## config.mk

```make
export PLATFORM = sky130hd
export DESIGN_NAME = tstamp_clock
export DESIGN_NICKNAME = d
export VERILOG_FILES = /design/src/rtl/tstamp_pkg.sv /design/src/rtl/tstamp_rate_acc.sv /design/src/rtl/tstamp_time_base.sv /design/src/rtl/tstamp_target_cmp.sv /design/src/rtl/tstamp_snap_chan.sv /design/src/rtl/tstamp_clock.sv
export SDC_FILE = /design/constraint.sdc
export NUM_CORES = 1
export LEC_CHECK = 0
export CORE_ASPECT_RATIO = 0.75
export CORE_MARGIN = 2
export CORE_UTILIZATION = 44
export DETAILED_ROUTE_END_ITERATION = 12
export DONT_BUFFER_PORTS = 1
export GPL_ROUTABILITY_DRIVEN = 0
export PLACE_DENSITY_LB_ADDON = 0.08
export REMOVE_ABC_BUFFERS = 1
export SLEW_MARGIN = 20
export SYNTH_ARGS = -nofsm -noshare
export SYNTH_HDL_FRONTEND = slang
export SYNTH_SLANG_ARGS = --single-unit
```

## constraint.sdc

```tcl
create_clock -name clk -period 5.88 [get_ports clk]
set_input_delay 1.176 -clock clk [delete_from_list [all_inputs] [get_ports clk]]
set_output_delay 1.176 -clock clk [all_outputs]
set_load 0.03 [all_outputs]
```

## src/rtl/tstamp_pkg.sv

```systemverilog
package tstamp_pkg;
  localparam int unsigned DW      = 32;
  localparam int unsigned SNAP_CH = 2;
  localparam int unsigned ADDR_W  = 4;

  localparam logic [ADDR_W-1:0] A_CTRL   = 4'd0;
  localparam logic [ADDR_W-1:0] A_EVT    = 4'd1;
  localparam logic [ADDR_W-1:0] A_ADDEND = 4'd2;
  localparam logic [ADDR_W-1:0] A_TLO    = 4'd3;
  localparam logic [ADDR_W-1:0] A_THI    = 4'd4;
  localparam logic [ADDR_W-1:0] A_GLO    = 4'd5;
  localparam logic [ADDR_W-1:0] A_GHI    = 4'd6;
  localparam int unsigned       SNAP_BASE = 7;

  localparam int unsigned B_SRST  = 0;
  localparam int unsigned B_TGT   = 1;
  localparam int unsigned B_SNAP0 = 2;
  localparam int unsigned B_PPS   = 4;
  localparam int unsigned CTRL_W  = B_PPS + 1;

  localparam logic [DW-1:0] ADDEND_RST = 32'hA000_0000;
endpackage

```

## src/rtl/tstamp_rate_acc.sv

```systemverilog
module tstamp_rate_acc #(
  parameter int unsigned ACC_W = 32
) (
  input  logic             clk,
  input  logic             rst_n,
  input  logic             soft_rst,
  input  logic [ACC_W-1:0] addend,
  output logic             carry_o
);
  logic [ACC_W-1:0] acc_q, acc_d;
  logic [ACC_W:0]   sum;

  always_comb begin
    sum     = {1'b0, acc_q} + {1'b0, addend};
    acc_d   = soft_rst ? '0 : sum[ACC_W-1:0];
    carry_o = !soft_rst && sum[ACC_W];
  end

  always_ff @(posedge clk or negedge rst_n) begin
    if (!rst_n) acc_q <= '0;
    else        acc_q <= acc_d;
  end

  // without a carry, a nonzero addend makes the accumulator grow
  assert_grow_R2: assert property (@(posedge clk) disable iff (!rst_n)
    (!soft_rst && addend != '0 && !carry_o) |=> (acc_q > $past(acc_q)))
    else $error("accumulator did not grow");
endmodule

```

## src/rtl/tstamp_time_base.sv

```systemverilog
module tstamp_time_base #(
  parameter int unsigned HW = 32
) (
  input  logic            clk,
  input  logic            rst_n,
  input  logic            soft_rst,
  input  logic            tick,
  input  logic            wr_lo,
  input  logic            wr_hi,
  input  logic            rd_lo,
  input  logic [HW-1:0]   wdata,
  output logic [2*HW-1:0] time_o,
  output logic [HW-1:0]   shadow_o
);
  localparam int unsigned TW = 2 * HW;

  logic [TW-1:0] time_q, time_d;
  logic [HW-1:0] stage_q, shadow_q;
  logic          time_en;

  always_comb begin
    time_en = soft_rst || wr_hi || tick;
    if (soft_rst)   time_d = '0;
    else if (wr_hi) time_d = {wdata, stage_q};
    else            time_d = time_q + TW'(1);
  end

  always_ff @(posedge clk or negedge rst_n) begin
    if (!rst_n) begin
      time_q   <= '0;
      stage_q  <= '0;
      shadow_q <= '0;
    end else begin
      if (time_en) time_q   <= time_d;
      if (wr_lo)   stage_q  <= wdata;
      if (rd_lo)   shadow_q <= time_q[TW-1:HW];
    end
  end

  assign time_o   = time_q;
  assign shadow_o = shadow_q;

  assert_step_R2: assert property (@(posedge clk) disable iff (!rst_n)
    (!soft_rst && !wr_hi) |=> (time_q == $past(time_q) || time_q == $past(time_q) + TW'(1)))
    else $error("time moved by more than one tick");

  assert_hold_R11: assert property (@(posedge clk) disable iff (!rst_n)
    soft_rst |=> (time_q == '0))
    else $error("time not held in soft reset");
endmodule

```

## src/rtl/tstamp_target_cmp.sv

```systemverilog
module tstamp_target_cmp #(
  parameter int unsigned HW = 32
) (
  input  logic            clk,
  input  logic            rst_n,
  input  logic            soft_rst,
  input  logic            wr_lo,
  input  logic            wr_hi,
  input  logic [HW-1:0]   wdata,
  input  logic [2*HW-1:0] time_i,
  output logic [2*HW-1:0] tgt_o,
  output logic            hit_o
);
  localparam int unsigned TW = 2 * HW;

  logic [TW-1:0] tgt_q;
  logic [HW-1:0] stage_q;
  logic          armed_q, armed_d;

  always_comb begin
    hit_o = armed_q && !soft_rst && (time_i >= tgt_q);
    if (wr_hi)      armed_d = 1'b1;
    else if (hit_o) armed_d = 1'b0;
    else            armed_d = armed_q;
  end

  always_ff @(posedge clk or negedge rst_n) begin
    if (!rst_n) begin
      tgt_q   <= '0;
      stage_q <= '0;
      armed_q <= 1'b0;
    end else begin
      if (wr_lo) stage_q <= wdata;
      if (wr_hi) tgt_q   <= {wdata, stage_q};
      armed_q <= armed_d;
    end
  end

  assign tgt_o = tgt_q;

  assert_once_R5: assert property (@(posedge clk) disable iff (!rst_n)
    (hit_o && !wr_hi) |=> !hit_o)
    else $error("target hit repeated without rearm");
endmodule

```

## src/rtl/tstamp_snap_chan.sv

```systemverilog
module tstamp_snap_chan #(
  parameter int unsigned TW = 64
) (
  input  logic          clk,
  input  logic          rst_n,
  input  logic          soft_rst,
  input  logic          evt_in,
  input  logic [TW-1:0] time_i,
  output logic [TW-1:0] snap_o,
  output logic          hit_o
);
  logic          s1_q, s2_q, s3_q;
  logic [TW-1:0] snap_q;
  logic          snap_en;

  always_comb begin
    hit_o   = s2_q && !s3_q && !soft_rst;
    snap_en = hit_o || soft_rst;
  end

  always_ff @(posedge clk or negedge rst_n) begin
    if (!rst_n) begin
      s1_q   <= 1'b0;
      s2_q   <= 1'b0;
      s3_q   <= 1'b0;
      snap_q <= '0;
    end else begin
      s1_q <= evt_in;
      s2_q <= s1_q;
      s3_q <= s2_q;
      if (snap_en) snap_q <= soft_rst ? '0 : time_i;
    end
  end

  assign snap_o = snap_q;

  assert_hold_R6: assert property (@(posedge clk) disable iff (!rst_n)
    (!hit_o && !soft_rst) |=> $stable(snap_q))
    else $error("snapshot changed without an edge");
endmodule

```

## src/rtl/tstamp_clock.sv

```systemverilog
module tstamp_clock
  import tstamp_pkg::*;
#(
  parameter int unsigned ACC_W = DW
) (
  input  logic               clk,
  input  logic               rst_n,
  input  logic               bus_sel,
  input  logic               bus_wr,
  input  logic [ADDR_W-1:0]  bus_addr,
  input  logic [DW-1:0]      bus_wdata,
  output logic [DW-1:0]      bus_rdata,
  input  logic [SNAP_CH-1:0] ext_evt,
  output logic               irq
);
  localparam int unsigned TW = 2 * DW;

  logic [CTRL_W-1:0]  ctrl_q;
  logic [ACC_W-1:0]   addend_q;
  logic [B_PPS:B_TGT] evt_q, evt_d, evt_set, evt_clr;
  logic [DW-1:0]      rdata_q, rdata_d;
  logic               soft_rst, tick, tgt_hit, rd;
  logic               wr_ctrl, wr_evt, wr_add, wr_tlo, wr_thi, wr_glo, wr_ghi, rd_tlo;
  logic [TW-1:0]      time_w, tgt_w;
  logic [DW-1:0]      shadow_w;
  logic [TW-1:0]      snap_w [SNAP_CH];
  logic [SNAP_CH-1:0] snap_hit;

  always_comb begin
    rd      = bus_sel && !bus_wr;
    wr_ctrl = bus_sel && bus_wr && bus_addr == A_CTRL;
    wr_evt  = bus_sel && bus_wr && bus_addr == A_EVT;
    wr_add  = bus_sel && bus_wr && bus_addr == A_ADDEND;
    wr_tlo  = bus_sel && bus_wr && bus_addr == A_TLO;
    wr_thi  = bus_sel && bus_wr && bus_addr == A_THI;
    wr_glo  = bus_sel && bus_wr && bus_addr == A_GLO;
    wr_ghi  = bus_sel && bus_wr && bus_addr == A_GHI;
    rd_tlo  = rd && bus_addr == A_TLO;
    soft_rst = ctrl_q[B_SRST];
  end

  tstamp_rate_acc #(.ACC_W(ACC_W)) u_acc (
    .clk(clk), .rst_n(rst_n), .soft_rst(soft_rst),
    .addend(addend_q), .carry_o(tick)
  );

  tstamp_time_base #(.HW(DW)) u_time (
    .clk(clk), .rst_n(rst_n), .soft_rst(soft_rst), .tick(tick),
    .wr_lo(wr_tlo), .wr_hi(wr_thi), .rd_lo(rd_tlo), .wdata(bus_wdata),
    .time_o(time_w), .shadow_o(shadow_w)
  );

  tstamp_target_cmp #(.HW(DW)) u_tgt (
    .clk(clk), .rst_n(rst_n), .soft_rst(soft_rst),
    .wr_lo(wr_glo), .wr_hi(wr_ghi), .wdata(bus_wdata),
    .time_i(time_w), .tgt_o(tgt_w), .hit_o(tgt_hit)
  );

  for (genvar g = 0; g < SNAP_CH; g++) begin : g_snap
    tstamp_snap_chan #(.TW(TW)) u_snap (
      .clk(clk), .rst_n(rst_n), .soft_rst(soft_rst),
      .evt_in(ext_evt[g]), .time_i(time_w),
      .snap_o(snap_w[g]), .hit_o(snap_hit[g])
    );
  end

  // event register: set sources win over a clear in the same cycle
  always_comb begin
    evt_set = '0;
    evt_set[B_TGT] = tgt_hit;
    for (int i = 0; i < SNAP_CH; i++) evt_set[B_SNAP0 + i] = snap_hit[i];
    evt_clr = wr_evt ? bus_wdata[B_PPS:B_TGT] : '0;
    evt_d   = soft_rst ? '0 : ((evt_q & ~evt_clr) | evt_set);
  end

  // read mux
  always_comb begin
    rdata_d = '0;
    case (bus_addr)
      A_CTRL:   rdata_d = {{(DW-CTRL_W){1'b0}}, ctrl_q};
      A_EVT:    rdata_d = {{(DW-B_PPS-1){1'b0}}, evt_q, 1'b0};
      A_ADDEND: rdata_d = addend_q;
      A_TLO:    rdata_d = time_w[DW-1:0];
      A_THI:    rdata_d = shadow_w;
      A_GLO:    rdata_d = tgt_w[DW-1:0];
      A_GHI:    rdata_d = tgt_w[TW-1:DW];
      default:  rdata_d = '0;
    endcase
    for (int i = 0; i < SNAP_CH; i++) begin
      if (bus_addr == ADDR_W'(SNAP_BASE + 2*i))     rdata_d = snap_w[i][DW-1:0];
      if (bus_addr == ADDR_W'(SNAP_BASE + 2*i + 1)) rdata_d = snap_w[i][TW-1:DW];
    end
  end

  always_ff @(posedge clk or negedge rst_n) begin
    if (!rst_n) begin
      ctrl_q   <= '0;
      addend_q <= ADDEND_RST;
      evt_q    <= '0;
      rdata_q  <= '0;
    end else begin
      if (wr_ctrl) ctrl_q   <= bus_wdata[CTRL_W-1:0];
      if (wr_add)  addend_q <= bus_wdata;
      evt_q <= evt_d;
      if (rd)      rdata_q  <= rdata_d;
    end
  end

  assign bus_rdata = rdata_q;
  assign irq       = |(evt_q & ctrl_q[B_PPS:B_TGT]);

  assert_w1c_R8: assert property (@(posedge clk) disable iff (!rst_n)
    (wr_evt && bus_wdata[B_TGT] && !tgt_hit) |=> !evt_q[B_TGT])
    else $error("target flag not cleared");

  assert_rise_R6: assert property (@(posedge clk) disable iff (!rst_n)
    $rose(evt_q[B_SNAP0]) |-> $past(snap_hit[0]))
    else $error("snapshot flag rose without an edge");

  assert_mask_R10: assert property (@(posedge clk) disable iff (!rst_n)
    (ctrl_q[B_PPS:B_TGT] == '0) |-> !irq)
    else $error("irq with all masks off");

  assert_srst_R11: assert property (@(posedge clk) disable iff (!rst_n)
    soft_rst |=> (evt_q == '0))
    else $error("events not held in soft reset");
endmodule

```

Yosys cells after proc, flatten, opt, wreduce, memory -nomap -nowiden
Index checks and enable logic that the tools add are counted.
{ "word_totals": {"elab_cells": 77, "regBits": 464, "out_inout_bits": 33, "input_bits": 42} }
{ "op_classes": {"order_cmp": 1, "reduce_logical": 28, "mux": 13, "n_eq_ne": 10, "addsub": 2, "bitwise_logic": 4} }
{ "op_table": {"columns": ["cell", "n"], "rows": [
  ["$pmux W32 S7", 1],
  ["$mux W64", 3],
  ["$mux W32", 5],
  ["$add A64 B1 Y64 const B", 1],
  ["$ge A64 B64 Y1", 1],
  ["$add A32 B32 Y33", 1],
  ["$logic_and A1 B1 Y1", 17],
  ["$eq A4 B3 Y1 const B", 4],
  ["$eq A4 B4 Y1 const B", 3],
  ["$and A4 B4 Y4", 2],
  ["$eq A4 B2 Y1 const B", 2],
  ["$mux W4", 2],
  ["$eq A4 B1 Y1 const B", 1],
  ["$logic_not A1 Y1", 4],
  ["$logic_not A4 Y1", 1],
  ["$logic_or A1 B1 Y1", 4],
  ["$not A4 Y4", 1],
  ["$or A4 B3 Y4", 1],
  ["$reduce_or A4 Y1", 1],
  ["$mux W1", 2],
  ["$reduce_bool A2 Y1", 1]
]} }

Depth between registers and ports, before layout
{ "depth": {"word_depth": 7, "ltp_mapped": 13, "depth_no_buf": 11} }

By module
A second synthesis with hierarchy kept.
{ "unflattened": {"cells_unflattened": 2726, "hier_area_um2": 27192.3} }
{ "modules_own_cells": {"columns": ["mod", "instances", "cells_per_inst", "seq_area_each_um2", "area_per_inst_um2"], "rows": [
  ["tstamp_snap_chan", 2, 296, 1676.6, 3467.1],
  ["tstamp_time_base", 1, 635, 3203.1, 6483.7],
  ["tstamp_clock", 1, 627, 1829.3, 5680.4],
  ["tstamp_target_cmp", 1, 503, 2427.3, 5071.1],
  ["tstamp_rate_acc", 1, 369, 800.8, 3022.9]
]} }

Worst setup path after synthesis
Ideal clock, no wire load.
{ "synth_path": {"path_kind": "input to register", "from": "in bus_addr[1]", "to": "reg u_time.time_q[33] (netlist: u_time.time_o[33])", "t_required_ns": 5.759, "path_buffers": 3, "t_arrival_ns": 2.975, "slack_ns": 2.784, "stages": 10, "setup_ns": 0.121, "path_cell_list": "clkbuf_1 nor3_2 nand3_1 nand2_1 a311oi_1 o21a_1 buf_2 a21oi_4 buf_6 a22o_1"} }
{ "synth_between": {"elab_chain_len": 4, "elab_cells_between_ends": 6, "cone_classes": "eq/ne (1); mux (2); reduce/logical (3)"} }
{ "synth_lines": {"columns": ["item", "line_no", "source"], "rows": [
  ["start: declaration", "tstamp_clock.sv:10", "input logic [ADDR_W-1:0] bus_addr,"],
  ["$eq A4 B3 Y1 (*)", "tstamp_clock.sv:35", "wr_thi = bus_sel && bus_wr && bus_addr == A_THI;"],
  ["$logic_and A1 B1 Y1 (*)", "tstamp_clock.sv:35", null],
  ["$mux W64 or $logic_or A1 B1 Y1 (tied branches)", "tstamp_time_base.sv:24, tstamp_time_base.sv:22", null],
  ["$mux W64 or $logic_or A1 B1 Y1 (tied branches)", "tstamp_time_base.sv:23, tstamp_time_base.sv:22", null],
  ["end signal: assignment", "tstamp_time_base.sv:34", "if (time_en) time_q <= time_d;"],
  ["end: declaration", "tstamp_time_base.sv:17", "logic [TW-1:0] time_q, time_d;"]
]} }
Mark *: on every way between the ends. The rest lies on a longest branch, timed or not.
A chain may end at the register's enable or synchronous reset.

Worst setup path after layout
{ "layout_path": {"from": "in bus_addr[3]", "to": "reg u_time.time_q[38] (netlist: u_time.time_o[38])"} }
Same word-level chain as after synthesis.

==> summary.txt <==
Min path
  – Type of the most critical hold path: input pin to asynchronous set/reset pin

Clocking
  – Num CTS Buffers: 48
  – Hold_buf cts: 0
  – Max clock buf depth: 3
  – Worst skew pair latency: 600 ps
  – TritonCTS clock tree: done
  – Setup Fix Bufs, Post-CTS: 0
  – H-Tree Depth: 2
  – Root buffer cell: clkbuf_16
  – Total clock sinks: 464
  – Resized cells post-CTS: 0
  – Clock slew seen by the registers of the worst setup and hold paths: 60 ps

Drt
  – Post-DRT Antenna Nets: 0
  – Wl on met1: 37200 µm
  – Metal3 WL: 6290 µm
  – WL met2: 32000 µm
  – WL per Instance: 26.4 µm
  – DRC: 0
  – WL final: 77800 µm
  – Vias: 18700
  – Initial DRC Count: 2114
  – DR top layer: met4
  – Vias per cell: 6.34
  – Detailed Routing Iterations Pass 1: 5

Floorplanning
  – Die Footprint: 0.0556 mm²
  – Core ar.: 0.0531 mm²
  – Die Height: 205 µm
  – Die Width: 272 µm
  – Row Count: 73
  – Num ports: 75
  – Starting density of the core: 0.445

STA
  – Final hold vios: 0
  – Worst slew pin tran: 1720 ps
  – Setup Skew: 28.7 ps
  – Tmin final: 4060 ps
  – Worst setup margin: 1820 ps
  – Fmax: 246 MHz
  – RSZ-0062 raised after global routing: false
  – Tcrit/Tclk final: 0.690
  – Final setup violation count: 0
  – Slew Viols, Final: 98
  – Worst Hold Slack: 283 ps
  – Worst slew margin: -0.150

Cells and area
  – Share of cells above drive strength 1: 0.132
  – Most common cell after layout, fill and taps aside: dfrtp_1
  – Final core utilization: 0.485
  – Most frequent cells in the layout: dfrtp_1 (461), nand2_1 (223), o21ai_0 (187), a22o_1 (143), mux2_2 (129)
  – Final #Nets: 2343
  – Synth-to-layout area growth: 8.91%
  – Fin cells: 2951
  – N_diodes: 0
  – # fillers: 4911

Synth
  – Synthesized cell area: 0.0236 mm²
  – Cells after Synth: 2291
  – Post-synth EDFFs: 0
  – Async SR Flop Fraction: 1.00
  – Main flop type after synthesis: dfrtp_1
  – Yosys reg bits: 464
  – Seq/Total Area, Yosys: 0.492
  – Synth cell types: 81
  – Post-Syn Area per Cell: 10.3 µm²
  – Synthesis Warnings: 0

Critical path
  – Critical Path Fanout Max: 58
  – Critical path type: input pin to flop
  – Startpoint types: input pin
  – Reg-to-reg endpoint: u_time.time_o[38]
  – Required time of the worst setup path: 6330 ps
  – R2R Setup Slk: 1890 ps
  – Worst path arrival time: 4510 ps
  – R2R Path Start: addend_q[9]
  – Type of destination of the critical path: flop
  – Reg2Reg Depth: 12

GRT
  – Initial antenna violation count: 1
  – Overall Global Routing Usage: 0.282
  – Global-route wire length before repair: 118000 µm
  – Overflow after GRT: 0
  – Vias in the first global route: 18200
  – Pin count of the biggest net entering global routing: 465

Place
  – Pre-CTS setup slack: 1320 ps
  – Cells after DPL: 2865
  – Port bufs: 0
  – HPWL Detailed: 49900 µm

Power
  – Pwr/cell area: 343 mW/mm²
  – Worst IR Drop VDD: 0.198 mV
  – Leakage power: 11.5 nW

Run
  – MaxCap Viol Count: 0

Outcome
  – Status: finished with violations
  – Failing checks: max-slew violations
-- stage by stage --
step	instance area (µm²)	power [mW]	TNS, ps
detailed placement	24200	5.79	0
global route	25700	9.29	0
floorplan	22900	5.18	-534830
finish	25700	8.83	0
CTS	25700	8.87	0
global placement	24200	5.75	0
-- worst max-delay path: stages --
cell and delay, ps:
nand2b_1 470, nor3_4 50, nand3_1 130, buf_4 250
nand2_1 110, a311oi_1 490, o21ai_4 90, buf_4 350
o21ai_4 800, buf_4 400, o2bb2ai_1 130
-- report_power, final --
part / switching, mW / internal, mW
Clock: 1.34 / 1.72
Sequential: 0.339 / 3.58
Combinational: 1.15 / 0.695
Total: 2.83 / 6.00
-- synthesized netlist by cell type (11+ instances only) --
cell / instances / area, µm²
a221oi_1: 33 / 289
ha_1: 97 / 1210
o22ai_1: 14 / 87.6
o31ai_1: 11 / 82.6
nand3_1: 46 / 230
o2bb2ai_1: 37 / 324
buf_2: 14 / 70.1
inv_1: 93 / 349
nor3_1: 64 / 320
dfrtp_1: 462 / 11600
o21a_1: 13 / 97.6
and3_1: 18 / 113
o21ai_0: 187 / 936
nor2b_1: 13 / 81.3
clkbuf_1: 135 / 507
nand2_1: 223 / 837
a41oi_1: 31 / 272
mux2_2: 129 / 1450
buf_1: 14 / 52.6
nand4_1: 33 / 206
nor4_1: 19 / 119
a21o_1: 36 / 270
nor2_1: 84 / 315
a22oi_1: 100 / 751
a22o_1: 143 / 1250
nand2b_1: 12 / 75.1
a21oi_1: 88 / 440
-- worst max path at each step --
stage	startpoint	to	slack (ps)
4_1_cts	bus_addr[3]	u_time.time_o[38]	1930
3_3_place_gp	bus_addr[3]	u_time.time_o[2]	1420
2_1_floorplan	bus_addr[0]	u_time.time_o[17]	-8070
3_5_place_dp	bus_addr[3]	u_time.time_o[38]	1320
6_report	bus_addr[3]	u_time.time_o[38]	1820
5_1_grt	bus_addr[3]	u_time.time_o[38]	1650
-- kinds of logic after synthesis --
kind of cell             count (synthesis)  share of synthesized area
AND/OR/NAND/NOR                        564                      0.116
buffers and inverters                  264                     0.0450
XOR/XNOR                                12                    0.00445
flip-flops                             464                      0.492
AO/OA/AOI/OAI                          757                      0.229
adder cells (fa/ha/maj)                 98                     0.0522
multiplexers                           132                     0.0628
-- layer usage --
metal / vias up / global-route usage
li1: 8356 / -
met1: 9539 / 0.429
met2: 685 / 0.398
met3: 127 / 0.0593
met4: 0 / 0.0869
met5: - / 0
-- state kept, by name, summed over array words and instances, names as in the netlist --
name,cells
g_snap.u_snap.snap_o,128
u_tgt.tgt_o,64
u_time.time_o,64
addend_q,32
bus_rdata,32
u_acc.acc_q,32
u_tgt.stage_q,32
u_time.shadow_o,32
u_time.stage_q,32
ctrl_q,5
evt_q,4
g_snap.u_snap.s1_q,2
g_snap.u_snap.s2_q,2
g_snap.u_snap.s3_q,2
u_tgt.armed_q,1
-- cell type report --
type / instances / area (µm²) / area share
timing repair buffer: 33 / 251 / 0.00977
clock buffer: 69 / 1380 / 0.0537
tap: 712 / 891 / 0.0346
multi-input combinational: 1563 / 11100 / 0.431
clock inverter: 17 / 151 / 0.00588
sequential: 464 / 11600 / 0.451
inverter: 93 / 349 / 0.0136
Note: power is estimated with default switching activity, not from simulation.
